--- src/rtl/la_decision_net.sv ---
module la_decision_net #(
  parameter int L    = 12,
  parameter int MB   = 3,
  parameter bit INCR = 1'b0
) (
  input  logic                   clk,
  input  logic                   rst_n,
  input  logic                   in_valid,
  input  logic [L*(1<<MB)-1:0]   in_cand,
  output logic                   out_valid,
  output logic [L-1:0]           out_dec
);
  localparam int N = 1 << MB;

  logic [MB-1:0] hist;
  logic [L-1:0]  dec;

  function automatic logic halve(input logic [N-1:0] c, input logic [MB-1:0] h);
    logic [N-1:0] t;
    t = c;
    for (int s = MB - 1; s >= 0; s--)
      for (int i = 0; i < N / 2; i++)
        if (i < (1 << s))
          t[i] = h[s] ? t[i + (1 << s)] : t[i];
    return t[0];
  endfunction

  always_comb begin
    logic [MB+L-1:0] ext;
    logic [MB-1:0]   h;
    logic [N-1:0]    c;
    ext = '0;
    ext[MB-1:0] = hist;
    dec = '0;
    h = '0;
    c = '0;
    for (int j = 0; j < L; j++) begin
      for (int k = 1; k <= MB; k++)
        h[k-1] = ext[MB+j-k];
      c = in_cand[j*N +: N];
      if (INCR && j >= MB)
        dec[j] = c[h];
      else
        dec[j] = halve(c, h);
      ext[MB+j] = dec[j];
    end
  end

  always_ff @(posedge clk or negedge rst_n) begin
    if (!rst_n) begin
      hist      <= '0;
      out_dec   <= '0;
      out_valid <= 1'b0;
    end else begin
      out_valid <= in_valid;
      if (in_valid) begin
        out_dec <= dec;
        hist    <= dec[L-1 -: MB];
      end
    end
  end
endmodule


--- config.mk ---
export PLATFORM = sky130hd
export DESIGN_NAME = la_decision_net
export DESIGN_NICKNAME = d
export VERILOG_FILES = /design/src/rtl/la_decision_net.sv
export SDC_FILE = /design/constraint.sdc
export NUM_CORES = 1
export LEC_CHECK = 0
export ABC_CLOCK_PERIOD_IN_PS = 13920
export BUFFER_PORTS_ARGS = -buffer_cell sky130_fd_sc_hd__buf_4
export CORE_UTILIZATION = 44
export DETAILED_ROUTE_END_ITERATION = 16
export GPL_ROUTABILITY_DRIVEN = 0
export GPL_TIMING_DRIVEN = 0
export PLACE_DENSITY = 0.87
export RECOVER_POWER = 50
export SLEW_MARGIN = 20
export SYNTH_ARGS = -nofsm -noshare
export SYNTH_HDL_FRONTEND = slang
export SYNTH_SLANG_ARGS = --single-unit
--- constraint.sdc ---
create_clock -name clk -period 13.92 [get_ports clk]
set_clock_uncertainty 0.15 [all_clocks]
set_input_delay 1.392 -clock clk [delete_from_list [all_inputs] [get_ports clk]]
set_output_delay 1.392 -clock clk [all_outputs]
set_load 0.05 [all_outputs]
==> metrics, run 1 <==
Ant. Diodes 0; Vias 1600; sequential share of the synthesized area 22.03%; hold violation count in the final report 0; CTS tree built; final setup vio count 0; count leader, synth mux2i_1; top layer in use met4; Tcrit/Tclk final 41.86%; # Max-Cap Violations 0; total CTS buffers 3; Syn Nets 239; post-cts resize count 0; DRC viols 0; row count 20; Worst Path Class, Setup in -> reg; vias per std cell 5.351; Synth area leader mux2i_1; Final nets 355; CP arrival ~6000 ps; die area 3591 um2; clock tree sinks 13; startpoint type of the worst setup path primary input; Place WS just under 8000 ps; worst slew pin tran 682.1 ps; GRT Total Usage between 20% and 30%; total congestion overflow 0; Detail Route met2 WL ~2400 um; initial cell density of the core 47.20%; Syn Area/Cell around 11 um2; static leakage between 1 and 1.5 nW; DR iter-0 viols 50; ys async rst share 100.0%; routed length on met3 444 um; Seq cells post-synth 13; layout cells sized above 1 50.20%; share of the synthesized area in the top cell type around 40%; YS warnings 0; synth unique cells 27; DRT Wirelength 4440 um; worst min path class reg -> reg; CTS Buffer Depth 2; H-tree lvl count 1; P&R area growth vs syn 60.17%; setup_tns 0 ps; worst endpoint required time 13950 ps; R2R setup slack 8810 ps; largest net degree at the start of global routing 14; Critical Path Fanout Max 9; wire per inst 14.85 um; die height 59.93 um; Setup WS post-layout 8093 ps; min Tclk post-route 5827 ps; cts hold-fix bufs 0; Peak VDD IR roughly 0.22 mV; Post-synth top cells 60 x mux2i_1, 13 x dfrtp_1, 10 x nor2_1; number of synthesized flops with an enable pin 0; RSZ-0062 raised after global routing false; PD cells between 300 and 400 nW/um2; TritonRoute pass-1 iters 4; fmax 171.6 MHz; clock root buffer master clkbuf_4; synth top area cells mux2i_1 41%, dfrtp_1 22%, mux2_2 6.1%, mux4_2 6.1%, mux2i_2 3.7%; antenna violations before repair 0; Routed Antenna Nets 0; met1 WL 1586 um; CTS clk-pin slew, worst paths 70 ps; setup bufs post-CTS 0; Final Max Tran Viols 0; Slew Limit Headroom 53.23%; Port Buf Inserts between 100 and 150; crit path capture type register; vias in the first global route 1605; placeable core area 3128 um2; status completed; top_reg_cell synth dfrtp_1; first-pass GRT wire length 6748 um; post-synthesis instance total 140; Skew-Pair Late Insertion Delay 270 ps; io pins around 110; area of the mapped netlist 1476 um2; Fillers 244; chip width 59.93 um; post-DP HPWL 3878 um
[path summary, 6_finish.rpt]
check,startpoint,end,cells past startpoint
max in group asynchronous,rst_n,out_dec[4],1
min in group asynchronous,rst_n,out_dec[10],1
hold reg to reg,out_dec[5],out_dec[5],1
hold / removal,out_dec[5],out_dec[5],1
setup reg to reg,out_dec[9],out_dec[11],14
setup / recovery,in_cand[7],out_dec[11],15
[flip-flops by register name, indices dropped and copies added, names as in the netlist]
name and cells:
out_dec 12, out_valid 1
[through the flow]
step           hold slack, ps  instance area, um2  util [%]  power, mW  cells
4_1_cts                 364.7                2391     76.44     0.7231    299
3_5_place_dp            347.5                2365     75.60     0.6997    295
2_1_floorplan           623.1                1476         -     0.5744    140
6_report                358.7                2365     75.60     0.7141    299
3_3_place_gp            342.4                2365     75.60     0.6911    295
5_1_grt                 378.8                2365     75.60     0.7704    299
[layout by cell type (no fill, tap or decap), drive strengths merged, types with 2 or more instances in the layout]
cell type  synthesis  final
buf                2    106
mux2i             66     66
dfrtp             13     13
clkbuf             2     13
nor2              10     10
mux2               9      9
a21oi              7      7
nand2              7      7
mux4               4      4
nand2b             2      2
and2               2      2
nor2b              2      2
nand4              2      2
o221ai             2      2
a31oi              2      2
[per-layer routing]
layer / GRT usage (%) / vias up
met3: 5.195 / 6
met2: 51.59 / 88
met1: 25.30 / 736
li1: - / 770
met5: 0 / -
met4: 6.312 / 0
[cells by family after synthesis]
kind of cell | Yosys count | share of synthesized area [%]
buffers and inverters | 5 | 1.610
flip-flops | 13 | 22.03
multiplexers | 79 | 60.68
AND/OR/NAND/NOR | 28 | 9.068
AO/OA/AOI/OAI | 15 | 6.611
[report_power, final]
group          switching (mW)  internal, mW  leakage [nW]
sequential             0.0128        0.0582         0.148
clock                  0.0109        0.0111        0.0150
combinational           0.332         0.289          1.06
[cell type report]
cell class / instances / area [um2] / share of cell area [%]
inverters: 1 / 3.754 / 0.1587
flip-flops and latches: 13 / 325.3 / 13.76
multi-input cells: 122 / 1127 / 47.67
clock buffers: 4 / 26.28 / 1.111
repair buffers: 111 / 807.0 / 34.13
well taps: 44 / 55.05 / 2.328
plain buffers: 4 / 20.02 / 0.8466
[critical path, stage by stage]
cell	delay (ps)
buf_4	110
mux4_2	500
mux2i_4	320
mux2i_2	630
mux2i_2	210
mux2i_1	460
mux2_2	400
and2_1	150
buf_4	170
mux2i_4	210
mux2i_1	420
a21boi_0	350
o221ai_1	180
and2_1	180
o221ai_1	160
Power figures use the tool's default switching activity.
==> inputs of run 2 (changes only) <==
--- a/config.mk
+++ b/config.mk
@@ -5,13 +5,13 @@
 export SDC_FILE = /design/constraint.sdc
 export NUM_CORES = 1
 export LEC_CHECK = 0
-export ABC_CLOCK_PERIOD_IN_PS = 13920
+export ABC_CLOCK_PERIOD_IN_PS = 5800
 export BUFFER_PORTS_ARGS = -buffer_cell sky130_fd_sc_hd__buf_4
-export CORE_UTILIZATION = 44
+export CORE_UTILIZATION = 40
 export DETAILED_ROUTE_END_ITERATION = 16
 export GPL_ROUTABILITY_DRIVEN = 0
 export GPL_TIMING_DRIVEN = 0
-export PLACE_DENSITY = 0.87
+export PLACE_DENSITY = 0.8
 export RECOVER_POWER = 50
 export SLEW_MARGIN = 20
 export SYNTH_ARGS = -nofsm -noshare
==> constraint.sdc (replaced) <==
create_clock -name clk -period 5.8 [get_ports clk]
set_clock_uncertainty 0.15 [all_clocks]
set_input_delay 0.58 -clock clk [delete_from_list [all_inputs] [get_ports clk]]
set_output_delay 0.58 -clock clk [all_outputs]
set_load 0.05 [all_outputs]
==> metrics, run 2 (synthesized netlist as in run 1, its figures left out) <==
largest net degree at the start of global routing 14 (unchanged); Fillers 301 (was 244); worst slew pin tran 715.1 ps (was 682.1 ps); CTS tree built (unchanged); DRT Wirelength 4185 um (was 4440 um); Worst Reg-to-Reg Cells 14 (unchanged); TritonRoute pass-1 iters 4 (unchanged); first-pass GRT wire length 6934 um (was 6748 um); Final Max Tran Viols 0 (unchanged); GRT Total Usage 22.36% (was 25.28%); CTS Buffer Depth 2 (unchanged); Routed Antenna Nets 0 (unchanged); antenna violations before repair 0 (unchanged); static leakage 1.233 nW (was 1.225 nW); total congestion overflow 0 (unchanged); total power 1.742 mW (was 0.7141 mW); Skew-Pair Late Insertion Delay 240 ps (was 270 ps); R2R Path End out_dec[11] (unchanged); placeable core area 3442 um2 (was 3128 um2); DRC viols 0 (unchanged); Place WS 477.4 ps (was 7829 ps); Most flops, register out_dec (unchanged); startpoint type of the worst setup path register (was primary input); wire per inst 13.90 um (was 14.85 um); Worst Path Class, Setup reg -> reg (was in -> reg); P&R area growth vs syn 61.61% (was 60.17%); RSZ-0062 raised after global routing false (unchanged); H-tree lvl count 1 (unchanged); io pins 112 (unchanged); worst min path class in -> async (was reg -> reg); Largest register FFs 12 (unchanged); min Tclk post-route 5108 ps; Critical Path Fanout Max 9 (unchanged); layout cells sized above 1 50.20% (unchanged); most common cell after layout, fill and taps aside buf_4 (unchanged); die height 62.76 um (was 59.93 um); post-cts resize count 0 (unchanged); most frequent cells in the layout 105 x buf_4, 60 x mux2i_1, 13 x dfrtp_1 (unchanged); status completed (unchanged); Setup WS post-layout 692.4 ps (was 8093 ps); biggest regs out_dec: 12 flops, out_valid: 1 flops (unchanged); origin of the critical flop-to-flop path out_dec[9] (unchanged); initial cell density of the core 42.89% (was 47.20%); chip width 62.76 um (was 59.93 um); Tcrit/Tclk final 88.06%; die area 3938 um2 (was 3591 um2); clock tree sinks 13 (unchanged); PD cells 729.9 nW/um2 (was 302.0 nW/um2); CTS clk-pin slew, worst paths 50 ps (was 70 ps); fmax 195.8 MHz; Ant. Diodes 0 (unchanged); Peak VDD IR 0.4768 mV (was 0.2221 mV); Slew Limit Headroom 50.96% (was 53.23%); worst endpoint required time 5810 ps (was 13950 ps); setup_tns 0 ps (unchanged); R2R setup slack 690 ps (was 8810 ps); clock root buffer master clkbuf_8 (was clkbuf_4); # Max-Cap Violations 0 (unchanged); WHS 196.0 ps (was 358.7 ps); CP arrival 5110 ps (was 5860 ps); Final nets 355 (unchanged); Vias 1514 (was 1600); cts hold-fix bufs 0 (unchanged); final setup vio count 0 (unchanged); Port Buf Inserts 111 (unchanged); total CTS buffers 3 (unchanged); hold violation count in the final report 0 (unchanged); setup bufs post-CTS 0 (unchanged); vias in the first global route 1503 (was 1605); vias per std cell 5.030 (was 5.351); crit path capture type register (unchanged); row count 21 (was 20); DR iter-0 viols 12 (was 50); post-DP HPWL 3567 um (was 3878 um)
run 2: cell counts in the layout (fill, tap and decap cells not counted):
No cell type changed its count.
run 2: cell type report:
cell class	count	area (um2)	share of cell area (%)
tap	46	57.56	2.412
timing repair buffer	111	807.0	33.82
inverter	1	3.754	0.1573
buffer	4	20.02	0.8390
multi-input combinational	122	1127	47.25
sequential	13	325.3	13.63
clock buffer	4	45.04	1.888
run 2: power by group:
part / internal (mW) / total [mW] / leakage (nW) / switching (mW)
Clock: 0.0485 / 0.0798 / 0.0228 / 0.0313
Sequential: 0.140 / 0.171 / 0.148 / 0.0313
Combinational: 0.694 / 1.49 / 1.06 / 0.797
Total: 0.882 / 1.74 / 1.23 / 0.859
run 2: how the worst max path moves through the flow:
stage	to	slack, ps	startpoint	cells after the start
finish	out_dec[11]	690	out_dec[9]	14
global route	out_dec[11]	340	out_dec[9]	14
CTS	out_dec[11]	690	out_dec[9]	14
detailed placement	out_dec[11]	480	in_cand[5]	15
global placement	out_dec[11]	520	in_cand[5]	15
floorplan	out_dec[11]	870	out_dec[9]	14
run 2: per-layer routing:
metal	track usage (%)	part of all wire (%)	wire [um]	up-vias
met5	0	0	0	-
met4	9.302	1.7	70	0
met3	3.650	6.7	279	8
met2	38.72	49	2048	72
met1	27.29	43	1786	668
li1	-	-	-	766
run 2: worst max-delay path, stage by stage (launching register included):
cell	delay, ps
dfrtp_1	420
mux4_2	550
mux2i_4	330
mux2i_2	640
mux2i_2	200
mux2i_1	500
mux2_2	410
and2_1	150
buf_4	170
mux2i_4	210
mux2i_1	420
a21boi_0	350
o221ai_1	190
and2_1	180
o221ai_1	150
run 2: through the flow:
step	std cells	instance area, um2	utilization (%)
2_1_floorplan	140	1476	-
3_3_place_gp	297	2367	68.77
6_report	301	2386	69.32
4_1_cts	301	2412	70.08
3_5_place_dp	297	2367	68.77
5_1_grt	301	2386	69.32
